`config.mk`:
```
export PLATFORM = sky130hd
export DESIGN_NAME = edge_irq_ctrl
export DESIGN_NICKNAME = d
export VERILOG_FILES = /design/src/rtl/edge_irq_pkg.sv /design/src/rtl/edge_sync.sv /design/src/rtl/edge_detect.sv /design/src/rtl/edge_flags.sv /design/src/rtl/edge_regs.sv /design/src/rtl/edge_irq_ctrl.sv
export SDC_FILE = /design/constraint.sdc
export NUM_CORES = 1
export LEC_CHECK = 0
export ABC_AREA = 1
export CAP_MARGIN = 20
export CORE_MARGIN = 5
export CORE_UTILIZATION = 57
export CTS_CLUSTER_DIAMETER = 100
export DETAILED_ROUTE_END_ITERATION = 16
export GPL_TIMING_DRIVEN = 0
export PLACE_DENSITY = 0.9
export SLEW_MARGIN = 20
export SYNTH_ARGS = -nofsm -noshare
export SYNTH_HDL_FRONTEND = slang
export SYNTH_SLANG_ARGS = --single-unit
```
`constraint.sdc`:
```
create_clock -name clk -period 1.7 [get_ports clk]
set_clock_uncertainty 0.05 [all_clocks]
set_input_delay 0.17 -clock clk [delete_from_list [all_inputs] [get_ports clk]]
set_output_delay 0.17 -clock clk [all_outputs]
set_load 0.02 [all_outputs]
```
`src/rtl/edge_irq_pkg.sv`:
```
package edge_irq_pkg;
  localparam int ADDR_W = 6;

  localparam logic [ADDR_W-1:0] A_ID     = 6'h06;
  localparam logic [ADDR_W-1:0] A_CLEAR  = 6'h07;
  localparam logic [ADDR_W-1:0] A_STATUS = 6'h14;
  localparam logic [ADDR_W-1:0] A_CTRL   = 6'h15;
  localparam logic [ADDR_W-1:0] A_RISE   = 6'h18;
  localparam logic [ADDR_W-1:0] A_FALL   = 6'h20;

  localparam logic [7:0] CHIP_ID = 8'h27;

  // clear command bit positions
  localparam int CLR_EDGE = 3;
  localparam int CLR_OVF  = 2;

  // control byte, bit 4 down to bit 0
  typedef struct packed {
    logic g_fall;
    logic g_rise;
    logic master;
    logic ovf_ie;
    logic edge_ie;
  } ctrl_t;
endpackage

```
`src/rtl/edge_sync.sv`:
```
module edge_sync #(
  parameter int W      = 24,
  parameter int STAGES = 2
) (
  input  logic         clk,
  input  logic         rst,
  input  logic [W-1:0] d,
  output logic [W-1:0] q
);
  logic [STAGES-1:0][W-1:0] stg;

  always_ff @(posedge clk) begin
    if (rst) begin
      stg <= '0;
    end else begin
      stg[0] <= d;
      for (int i = 1; i < STAGES; i++) stg[i] <= stg[i-1];
    end
  end

  assign q = stg[STAGES-1];
endmodule

```
`src/rtl/edge_detect.sv`:
```
module edge_detect #(
  parameter int W = 24
) (
  input  logic         clk,
  input  logic         rst,
  input  logic [W-1:0] s,
  input  logic [W-1:0] rise_mask,
  input  logic [W-1:0] fall_mask,
  input  logic         g_rise,
  input  logic         g_fall,
  output logic         hit
);
  logic [W-1:0] prev;
  logic [W-1:0] rise_v, fall_v;

  always_ff @(posedge clk) begin
    if (rst) prev <= '0;
    else     prev <= s;
  end

  always_comb begin
    rise_v = s & ~prev & rise_mask & {W{g_rise}};
    fall_v = ~s & prev & fall_mask & {W{g_fall}};
    hit    = |(rise_v | fall_v);
  end
endmodule

```
`src/rtl/edge_flags.sv`:
```
module edge_flags
  import edge_irq_pkg::*;
(
  input  logic  clk,
  input  logic  rst,
  input  logic  hit,
  input  logic  clr_edge,
  input  logic  clr_ovf,
  input  ctrl_t ctrl,
  output logic  edge_flag,
  output logic  ovf_flag,
  output logic  irq
);
  always_ff @(posedge clk) begin
    if (rst) begin
      edge_flag <= 1'b0;
      ovf_flag  <= 1'b0;
      irq       <= 1'b0;
    end else begin
      // a new edge wins over a clear issued in the same cycle
      edge_flag <= hit | (edge_flag & ~clr_edge);
      ovf_flag  <= (hit & edge_flag) | (ovf_flag & ~clr_ovf);
      irq       <= ctrl.master &
                   ((edge_flag & ctrl.edge_ie) | (ovf_flag & ctrl.ovf_ie));
    end
  end
endmodule

```
`src/rtl/edge_regs.sv`:
```
module edge_regs
  import edge_irq_pkg::*;
#(
  parameter int W = 24
) (
  input  logic              clk,
  input  logic              rst,
  input  logic              wr,
  input  logic [ADDR_W-1:0] addr,
  input  logic [7:0]        wdata,
  input  logic              edge_flag,
  input  logic              irq,
  output logic [W-1:0]      rise_mask,
  output logic [W-1:0]      fall_mask,
  output ctrl_t             ctrl,
  output logic              clr_edge,
  output logic              clr_ovf,
  output logic [7:0]        rdata
);
  localparam int LANES = W / 8;

  logic [LANES-1:0][7:0] rise_b, fall_b;
  logic [7:0] rd_next;

  always_ff @(posedge clk) begin
    if (rst) begin
      rise_b <= '0;
      fall_b <= '0;
      ctrl   <= '0;
    end else if (wr) begin
      for (int i = 0; i < LANES; i++) begin
        if (addr == A_RISE + ADDR_W'(i)) rise_b[i] <= wdata;
        if (addr == A_FALL + ADDR_W'(i)) fall_b[i] <= wdata;
      end
      if (addr == A_CTRL) ctrl <= wdata[4:0];
    end
  end

  assign rise_mask = rise_b;
  assign fall_mask = fall_b;
  assign clr_edge  = wr && (addr == A_CLEAR) && wdata[CLR_EDGE];
  assign clr_ovf   = wr && (addr == A_CLEAR) && wdata[CLR_OVF];

  always_comb begin
    rd_next = 8'h00;
    if (addr == A_ID)     rd_next = CHIP_ID;
    if (addr == A_STATUS) rd_next = {5'b0, irq, 1'b0, edge_flag};
    if (addr == A_CTRL)   rd_next = {3'b0, ctrl};
    for (int i = 0; i < LANES; i++) begin
      if (addr == A_RISE + ADDR_W'(i)) rd_next = rise_b[i];
      if (addr == A_FALL + ADDR_W'(i)) rd_next = fall_b[i];
    end
  end

  always_ff @(posedge clk) begin
    if (rst) rdata <= 8'h00;
    else     rdata <= rd_next;
  end
endmodule

```
`src/rtl/edge_irq_ctrl.sv`:
```
module edge_irq_ctrl
  import edge_irq_pkg::*;
#(
  parameter int N_CH        = 24,
  parameter int SYNC_STAGES = 2
) (
  input  logic              clk,
  input  logic              rst,
  input  logic [N_CH-1:0]   pin_in,
  input  logic              reg_wr,
  input  logic [ADDR_W-1:0] reg_addr,
  input  logic [7:0]        reg_wdata,
  output logic [7:0]        reg_rdata,
  output logic              irq_o
);
  logic [N_CH-1:0] pin_s, rise_mask, fall_mask;
  ctrl_t ctrl_q;
  logic  hit, clr_edge, clr_ovf, edge_flag, ovf_flag;

  edge_sync #(.W(N_CH), .STAGES(SYNC_STAGES)) u_sync (
    .clk(clk), .rst(rst), .d(pin_in), .q(pin_s)
  );

  edge_detect #(.W(N_CH)) u_det (
    .clk(clk), .rst(rst), .s(pin_s),
    .rise_mask(rise_mask), .fall_mask(fall_mask),
    .g_rise(ctrl_q.g_rise), .g_fall(ctrl_q.g_fall), .hit(hit)
  );

  edge_flags u_flags (
    .clk(clk), .rst(rst), .hit(hit),
    .clr_edge(clr_edge), .clr_ovf(clr_ovf), .ctrl(ctrl_q),
    .edge_flag(edge_flag), .ovf_flag(ovf_flag), .irq(irq_o)
  );

  edge_regs #(.W(N_CH)) u_regs (
    .clk(clk), .rst(rst), .wr(reg_wr), .addr(reg_addr), .wdata(reg_wdata),
    .edge_flag(edge_flag), .irq(irq_o),
    .rise_mask(rise_mask), .fall_mask(fall_mask), .ctrl(ctrl_q),
    .clr_edge(clr_edge), .clr_ovf(clr_ovf), .rdata(reg_rdata)
  );
endmodule

```
==> out/metrics.cfg <==
[worst_setup_path]
required_ns = 2.04
critPathCapture = u_flags.edge_flag$_SDFF_PP0_
crit_path_max_fanout = 6
critPathMaxStageDelay_ns = 0.32
startpoint_type = flop
critPathKind = flop to flop
rrSetupSlack_ns = 0.03
rr_endpoint = u_flags.edge_flag$_SDFF_PP0_
end_kind = flop
crit_arrival_ns = 2.01
cp_cell_sequence = inv_1 -> o21ai_0 -> nor2_1 -> nand2_1 -> nor2_2 -> nand3_2 -> a21oi_2 -> nor2_1
crit_top_cell = nor2_1
crit_start = u_regs.ctrl[3]$_SDFFE_PP0P_
reg2reg_from = u_regs.ctrl[3]$_SDFFE_PP0P_
cp_slowest_cell = dfxtp_1
r2r_cells = 8

[global_route]
grt_util_all_layers_pct = 27.3
first_global_vias = 4762
antenna_found_initial = 0
grt_overflow = 0
grt_pass1_wl_um = 23900
grt_max_degree = 17

[clock_tree]
clock_sinks = 136
cts_tree = yes
clockRootBuffer = clkbuf_8
clkLatencyLatePin_ns = 0.52
cts_buffer_depth = 2
cts-buffers-inserted = 17
htreeDepth = 4
path_clk_slew_ns = 0.06

[synth]
ys_seq_elements = 136
ys_types = 27
ys_warn_count = 0
syn_area_per_cell_sq_um = 7.39
ys_seq_area_share_pct = 51.0
netlist_instances = 723
synth_edf_count = 0
synth_top_flop_cell = dfxtp_1
synthesis.area_sq_um = 5340
syn-num-nets = 764
synth-async-reset-ratio_pct = 0

[layout]
diodes = 0
area_growth_pct = 22.7
fill_cells = 723
layout.nets = 832
design_area_sq_um = 6560
drive_gt1_share_pct = 8.58

[sta]
setup_slack_ns = 0.0254
fmax_mhz = 597
setup_viol_count_final = 0
slew_headroom_pct = 54.0
setup-tns-final_ns = 0
period_share_pct = 98.5
fin_crit_ns = 1.67
tightest_slew_ns = 0.690
hold_viol = 0
slew_violations = 0

[floorplan]
ioPinCount = 50
coreArea_sq_um = 9200
initial_core_util_pct = 58.1
rows = 35
die_w_um = 107
die_h_um = 107
die_area_sq_um = 11400

[power]
swShare_pct = 23.9
vdd_drop_max_v = 0.000724
p_switching_mw = 1.68
combPwrFrac_pct = 5.2
p_seq_share_pct = 46.9
p_leak_nw = 2.81
power_density_nw_per_um2 = 1070
clkPwrFrac_pct = 47.9
internal-power_mw = 5.36

[routing]
firstDrtPassIters = 5
wire_per_inst_um = 16.5
drt_iter0_markers = 430
drtAntennaViolNets = 0
via_per_inst = 5.48
num_vias = 5018
routed_wl_um = 15100
drc = 0

[hold_path]
hp-class = input pin to flop
hp-start = pin_in[17]

[placed_design]
portBuffers = 48
place_area_sq_um = 5960
dp_hpwl_um = 10800
place_congestion = 0.958
pre_cts_ws_ns = -0.457

[run_status]
status = complete, no violations

[job]
max_cap_viol_count = 0

-- flip-flops by register name, indices dropped and copies added, names as in the netlist --
register / count
u_det.prev: 24
u_flags.irq: 1
u_regs.rdata: 8
u_regs.rise_mask: 24
u_sync.stg: 24
u_regs.ctrl: 5
u_regs.fall_mask: 24
u_flags.edge_flag: 1
u_flags.ovf_flag: 1
u_sync.q: 24
-- power groups by stage --
stage / clock network, mW / logic (mW) / registers [mW]
global route: 3.54 / 0.405 / 3.31
detailed placement: 0 / 0.356 / 3.37
CTS: 3.37 / 0.361 / 3.30
global placement: 0 / 0.344 / 3.37
floorplan: 0 / 0.170 / 3.36
finish: 3.37 / 0.367 / 3.30
-- metrics by stage --
step | utilization, % | hold slack (ns) | cells | total power [mW]
5_1_grt | 71.3 | 0.105 | 915 | 7.26
4_1_cts | 70.8 | 0.0998 | 915 | 7.03
3_3_place_gp | 64.8 | 0.340 | 882 | 3.71
3_5_place_dp | 64.8 | 0.342 | 882 | 3.73
6_report | 71.3 | 0.110 | 915 | 7.04
2_1_floorplan | - | 0.227 | 723 | 3.53
-- cell type report --
cell class	count	area, sq um	share of cell area (%)
plain buffers	22	125	1.91
inverters	154	581	8.86
repair buffers	49	493	7.52
multi-input cells	411	1950	29.8
clock inverters	14	125	1.91
flip-flops and latches	136	2720	41.5
clock buffers	18	418	6.38
well taps	111	139	2.12
-- what timing repair did --
item                                   in CTS  in global routing
gates resized for setup                     0                 17
endpoints found under the hold margin       5                  0
setup endpoints to repair                   0                  4
hold buffers                                1                  0
setup buffers                               0                  0
-- per-layer routing --
metal / global-route usage, % / wire length [um] / vias up
li1: - / - / 2411
met1: 35.5 / 6340 / 2329
met2: 44.3 / 7070 / 241
met3: 6.44 / 1280 / 37
met4: 10.2 / 407 / 0
met5: 0 / 0 / -
-- cells in the mapped netlist, types with 3 or more instances --
library cell	number	area, sq um
a21oi_1	49	245
buf_1	7	26.3
buf_2	5	25.0
clkbuf_1	7	26.3
dfxtp_1	136	2720
inv_1	147	552
inv_2	6	22.5
nand2_1	67	251
nand2_2	5	31.3
nand3_1	18	90.1
nand4_1	43	269
nor2_1	134	503
nor2_2	3	18.8
nor2_4	5	56.3
o21ai_0	75	375
-- cells in the final DEF (no fill, tap or decap), types with 6 or more instances in the layout --
master,count
nor2_2,6
buf_1,7
clkbuf_1,8
nand4_1,43
a21oi_1,48
nand2_1,67
nor2_1,131
dfxtp_1,136
nand3_1,17
o21ai_0,74
inv_1,147
inv_2,6
clkdlybuf4s50_1,47
clkbuf_16,16
-- cells by family after synthesis --
| logic type | synth area share [%] |
|---|---|
| AOI/OAI and AO/OA | 12.7 |
| buffers and inverters | 12.9 |
| DFF | 51.0 |
| and+or+nand+nor | 23.5 |
-- critical path: cells and delay by family (launching register included) --
kind	cells	cell delay (ns)
AO/OA/AOI/OAI	2	0.26
buffers and inverters	1	0.24
flip-flops	1	0.32
AND/OR/NAND/NOR	5	0.68
-- worst min path at each step --
stage | end | cells past startpoint | slack [ns]
2_1_floorplan | u_sync.stg[0]$_SDFF_PP0_ | 2 | 0.23
3_3_place_gp | u_sync.q[21]$_SDFF_PP0_ | 2 | 0.34
3_5_place_dp | u_sync.q[9]$_SDFF_PP0_ | 2 | 0.34
4_1_cts | u_sync.stg[17]$_SDFF_PP0_ | 3 | 0.1
5_1_grt | u_sync.stg[5]$_SDFF_PP0_ | 3 | 0.11
6_report | u_sync.stg[17]$_SDFF_PP0_ | 3 | 0.11
No activity file was read; power rests on OpenSTA's default activity.
